==> config.mk <==
export PLATFORM = sky130hd
export DESIGN_NAME = gpio_event_router
export DESIGN_NICKNAME = d
export VERILOG_FILES = /design/src/rtl/gper_pkg.sv /design/src/rtl/gper_route_reg.sv /design/src/rtl/gper_status.sv /design/src/rtl/gper_route_decode.sv /design/src/rtl/gpio_event_router.sv
export SDC_FILE = /design/constraint.sdc
export NUM_CORES = 1
export LEC_CHECK = 0
export ABC_AREA = 1
export BUFFER_PORTS_ARGS = -buffer_cell sky130_fd_sc_hd__buf_2
export CORE_MARGIN = 5
export CORE_UTILIZATION = 39
export DETAILED_ROUTE_END_ITERATION = 8
export HOLD_SLACK_MARGIN = 0.06
export PLACE_DENSITY = 0.88
export SLEW_MARGIN = 40
export SYNTH_ARGS = -nofsm -noshare
export SYNTH_HDL_FRONTEND = slang
export SYNTH_SLANG_ARGS = --single-unit
==> constraint.sdc <==
create_clock -name clk -period 1.1 [get_ports clk]
set_input_delay 0.11 -clock clk [delete_from_list [all_inputs] [get_ports clk]]
set_output_delay 0.11 -clock clk [all_outputs]
set_load 0.005 [all_outputs]
==> src/rtl/gper_pkg.sv <==
package gper_pkg;
  typedef enum logic [1:0] {
    ROUTE_NONE = 2'b00,
    ROUTE_SMI  = 2'b01,
    ROUTE_SCI  = 2'b10,
    ROUTE_NMI  = 2'b11
  } route_e;

  // Expand a per-pin implemented mask into a two-bit-per-pin field mask.
  function automatic logic [31:0] field_mask16(input logic [15:0] impl);
    logic [31:0] m;
    for (int i = 0; i < 16; i++) begin
      m[2*i +: 2] = {2{impl[i]}};
    end
    return m;
  endfunction
endpackage

==> src/rtl/gper_route_reg.sv <==
module gper_route_reg #(
  parameter int unsigned N_GPIO = 16,
  parameter logic [N_GPIO-1:0] IMPL_MASK = '1
) (
  input  logic                clk,
  input  logic                rst_n,
  input  logic                wr_en,
  input  logic [2*N_GPIO-1:0] wdata,
  output logic [2*N_GPIO-1:0] route_q
);
  for (genvar i = 0; i < N_GPIO; i++) begin : g_field
    if (IMPL_MASK[i]) begin : g_impl
      logic [1:0] fld;
      always_ff @(posedge clk or negedge rst_n) begin
        if (!rst_n)     fld <= 2'b00;
        else if (wr_en) fld <= wdata[2*i +: 2];
      end
      assign route_q[2*i +: 2] = fld;
    end else begin : g_absent
      assign route_q[2*i +: 2] = 2'b00;
    end
  end
endmodule

==> src/rtl/gper_status.sv <==
module gper_status #(
  parameter int unsigned N_GPIO = 16,
  parameter logic [N_GPIO-1:0] IMPL_MASK = '1
) (
  input  logic              clk,
  input  logic              rst_n,
  input  logic [N_GPIO-1:0] level,
  input  logic [N_GPIO-1:0] is_input,
  input  logic              clr_wr,
  input  logic [N_GPIO-1:0] clr_data,
  output logic [N_GPIO-1:0] sts_q
);
  logic [N_GPIO-1:0] level_q;
  logic [N_GPIO-1:0] rise;
  logic [N_GPIO-1:0] clr_mask;

  assign rise     = level & ~level_q & is_input & IMPL_MASK;
  assign clr_mask = clr_wr ? clr_data : '0;

  always_ff @(posedge clk or negedge rst_n) begin
    if (!rst_n) begin
      level_q <= '0;
      sts_q   <= '0;
    end else begin
      level_q <= level;
      // a new edge wins over a clear landing on the same cycle
      sts_q   <= ((sts_q & ~clr_mask) | rise) & IMPL_MASK;
    end
  end
endmodule

==> src/rtl/gper_route_decode.sv <==
module gper_route_decode
  import gper_pkg::*;
#(
  parameter int unsigned N_GPIO = 16
) (
  input  logic                clk,
  input  logic                rst_n,
  input  logic [2*N_GPIO-1:0] route_q,
  input  logic [N_GPIO-1:0]   sts,
  input  logic [N_GPIO-1:0]   is_input,
  input  logic [N_GPIO-1:0]   smi_en,
  input  logic [N_GPIO-1:0]   sci_en,
  input  logic [N_GPIO-1:0]   nmi_en,
  input  logic                sleep_state,
  output logic                smi_n,
  output logic                sci,
  output logic                nmi_pulse,
  output logic                wake
);
  logic [N_GPIO-1:0] smi_hit, sci_hit, nmi_hit;
  logic nmi_any, nmi_q;

  for (genvar i = 0; i < N_GPIO; i++) begin : g_pin
    route_e rt;
    logic   live;
    assign rt         = route_e'(route_q[2*i +: 2]);
    assign live       = sts[i] & is_input[i];
    assign smi_hit[i] = live & (rt == ROUTE_SMI) & smi_en[i];
    assign sci_hit[i] = live & (rt == ROUTE_SCI) & sci_en[i];
    assign nmi_hit[i] = live & (rt == ROUTE_NMI) & nmi_en[i];
  end

  assign nmi_any = |nmi_hit;

  always_ff @(posedge clk or negedge rst_n) begin
    if (!rst_n) nmi_q <= 1'b0;
    else        nmi_q <= nmi_any;
  end

  assign smi_n     = ~(|smi_hit);
  assign sci       = |sci_hit;
  assign nmi_pulse = nmi_any & ~nmi_q;
  assign wake      = sleep_state & (|(sts & sci_en));
endmodule

==> src/rtl/gpio_event_router.sv <==
module gpio_event_router #(
  parameter int unsigned N_GPIO = 16,
  parameter logic [N_GPIO-1:0] IMPL_MASK = '1
) (
  input  logic                clk,
  input  logic                rst_n,
  input  logic                reg_wr_en,
  input  logic [2*N_GPIO-1:0] reg_wdata,
  output logic [2*N_GPIO-1:0] route_rd,
  input  logic                sts_clr_wr,
  input  logic [N_GPIO-1:0]   sts_clr_data,
  output logic [N_GPIO-1:0]   status,
  input  logic [N_GPIO-1:0]   gpi_level,
  input  logic [N_GPIO-1:0]   gpi_is_input,
  input  logic [N_GPIO-1:0]   smi_en,
  input  logic [N_GPIO-1:0]   sci_en,
  input  logic [N_GPIO-1:0]   nmi_en,
  input  logic                sleep_state,
  output logic                smi_n,
  output logic                sci,
  output logic                nmi_pulse,
  output logic                wake
);
  gper_route_reg #(.N_GPIO(N_GPIO), .IMPL_MASK(IMPL_MASK)) u_reg (
    .clk(clk), .rst_n(rst_n), .wr_en(reg_wr_en), .wdata(reg_wdata),
    .route_q(route_rd)
  );

  gper_status #(.N_GPIO(N_GPIO), .IMPL_MASK(IMPL_MASK)) u_sts (
    .clk(clk), .rst_n(rst_n), .level(gpi_level), .is_input(gpi_is_input),
    .clr_wr(sts_clr_wr), .clr_data(sts_clr_data), .sts_q(status)
  );

  gper_route_decode #(.N_GPIO(N_GPIO)) u_dec (
    .clk(clk), .rst_n(rst_n), .route_q(route_rd), .sts(status),
    .is_input(gpi_is_input), .smi_en(smi_en), .sci_en(sci_en),
    .nmi_en(nmi_en), .sleep_state(sleep_state), .smi_n(smi_n),
    .sci(sci), .nmi_pulse(nmi_pulse), .wake(wake)
  );
endmodule

==> flow_summary.yaml <==
routing:
  drtIter0Drc: 173
  drt-vias-per-instance: 5.106
  detailedRoute.firstPassIterationCount: 5
  routed_wirelength_um: 14230
  num_vias: 4095
  drc: 0
  wl_per_cell_um: 17.74
  ant_nets: 0
floorplan:
  core_um2: 7767
  rows: 32
  chipHeight_um: 99.63
  dieArea_um2: 9926
  initial_core_util_pct: 40.34
  ioPinCount: 185
  die_x_um: 99.63
layout:
  syn_to_final_growth_pct: 84.07
  final_cell_mix: "buf_2 (156), nand2_1 (107), dlygate4sd3_1 (65), dfrtp_1 (65), buf_6 (57)"
  fin_cells: 802
  layout-drive-gt1-share_pct: 42.20
  nNetsFinal: 827
  fin_area_um2: 5767
  mostFrequentLayoutCell: "buf_2"
timing:
  worst_pin_slew_ns: 0.4419
  skew_ns: 0.009300
  setup_ws_ns: -0.5390
  min_period_over_period_pct: 149.0
  setup_violations: 18
  rsz0062_at_grt: "yes"
  fin_tns_setup_ns: -2.562
  finalHoldViolCount: 0
  slew_violations: 0
  max_freq_ghz: 0.6101
  whs_ns: 0.06615
  period_needed_ns: 1.639
  relSlewSlack_pct: 70.54
placement:
  dpl.cell_count: 710
  place_ws_ns: -0.2740
  dp_hpwl_um: 9232
  dpl-instance-area_um2: 4454
  numPortBuffers: 184
  gp_congestion: 0.9458
worst_setup_path:
  regToRegSetupSlack_ns: -0.14
  r2r_end: "u_dec.nmi_q"
  crit_required_ns: 0.99
  worstPathMaxFanout: 3
  cp_data_arrival_time_ns: 1.53
  critPathKind: "reg2out"
  r2r_cells: 9
  start_kind: "flop"
  rr_startpoint: "u_sts.sts_q[14]"
  worstSetupEndpointType: "output pin"
yosys:
  ys_seq_area_share_pct: 51.92
  synth_top_cell_by_area: "dfrtp_1"
  synth_seq_cells: 65
  yosys_warnings: 0
  synth_nets: 525
  synth_top_area_share_pct: 51.92
  synth_area_um2: 3133
  ys_types: 19
  netlist_instances: 392
  syn_avg_cell_area_um2: 7.992
  synth_area_leaders: "dfrtp_1 (52%), nand2_1 (15%), inv_1 (7.4%)"
power:
  p_leak_nw: 3.098
  ir_drop_mv: 0.7202
  powerDensity_nw_per_um2: 1171
worst_hold_path:
  min_path_cells: 3
  hp-start: "sts_clr_data[11]"
  worst_hold_path_type: "in2reg"
  hold_path_end: "u_sts.sts_q[11]"
run_status:
  violations: "negative setup slack"
  status: "complete, but fails checks"
clock_tree:
  cts_tree: "built"
  worstSkewPairLatency_ns: 0.35
  cts_made_buffers: 9
  clock_sinks: 65
  clk_pin_slew_ns: 0.07
  root_buffer: "clkbuf_8"
  clock_path_buffers: 2
  h-tree-depth: 3
grt:
  grt_max_degree: 66
  globalRouteOverflowTotal: 0
  antenna_found_initial: 0
  grt_pass1_vias: 4412
  grt_pass1_wl_um: 21090
  grt_usage_pct: 27.21
flow_run:
  max-cap-violations: 0
## where the power goes
part	internal (W)	total, W	switching [W]
sequential	0.00261	0.00279	0.000178
combinational	0.00110	0.00198	0.000875
clock	0.00106	0.00199	0.000931
total	0.00477	0.00675	0.00198
## metal layers
| metal | share of wire (%) | global-route usage, % | vias to the layer above |
|---|---|---|---|
| met5 | 0 | 0 | - |
| met4 | 3.9 | 12.29 | 0 |
| met3 | 7.0 | 7.574 | 57 |
| met2 | 54 | 49.48 | 218 |
| met1 | 36 | 29.15 | 1943 |
| li1 | - | - | 1877 |
## stage by stage
step / util (%) / power (W)
floorplan: - / 0.003265
global placement: 57.35 / 0.004135
detailed placement: 57.35 / 0.004193
CTS: 70.96 / 0.006501
global route: 74.21 / 0.007068
finish: 74.24 / 0.006755
## worst max-delay path, cell delays in order, from the launching register on
cell and delay (ns):
dfrtp_1 0.41, nand2_2 0.11, buf_4 0.12, nor3_2 0.04, a21oi_1 0.11, nand2_1 0.09
nor2_2 0.12, nand2_1 0.07, buf_2 0.13
## Yosys cell counts
master,number
o21ai_0,37
nand4_1,19
nand2_1,124
mux2_2,2
nand3_1,15
buf_6,1
dfrtp_1,65
nor2_1,25
buf_2,4
a32o_1,16
nor2_2,4
a21boi_0,1
nand3b_1,2
clkbuf_1,3
a21oi_1,2
nand2_2,2
clkbuf_2,1
nor3_1,7
inv_1,62
## repair_timing
| action | CTS | global route |
|---|---|---|
| hold buffers | 64 | 1 |
| resized for setup | 57 | 48 |
| endpoints found under the setup margin | 24 | 35 |
| buffers inserted | 8 | 10 |
| endpoints found under the hold margin | 127 | 1 |
| pin swaps | 12 | 8 |
## kinds of logic (layout without fill, tap and decap cells)
logic type      count (synthesis)  after routing  synth area share, %
compound gates                 56             56                11.58
buf+inv                        71            378                8.945
flops                          65             65                51.92
mux                             2              2               0.7188
other cells                     0              1                    0
simple gates                  198            198                26.84
## sequential cells by signal (all words and copies together), names as in the netlist
name and cells:
u_reg.g_field.g_impl.fld 32, u_sts.level_q 16, u_dec.nmi_q 1, u_sts.sts_q 16
## how the worst max path moves through the flow
stage / from / end / slack (ns) / cells after the start
final: u_sts.sts_q[14] / sci / -0.54 / 8
after global routing: u_sts.sts_q[14] / nmi_pulse / -0.63 / 9
after CTS: u_sts.sts_q[3] / nmi_pulse / -0.51 / 10
after detailed placement: u_sts.sts_q[13] / nmi_pulse / -0.27 / 9
after global placement: u_reg.g_field[7].g_impl.fld[0] / smi_n / -0.26 / 8
after floorplan: u_sts.sts_q[14] / nmi_pulse / 0.07 / 8
## cell type report
cell class / count / area [um^2]
diodes: 1 / 2.502
clock buffers: 14 / 182.7
clock inverters: 2 / 10.01
fillers: 546 / 2001
inverters: 62 / 232.7
multi-input cells: 256 / 1334
flip-flops and latches: 65 / 1627
well taps: 102 / 127.6
repair buffers: 300 / 2251
Power figures use the tool's default switching activity.
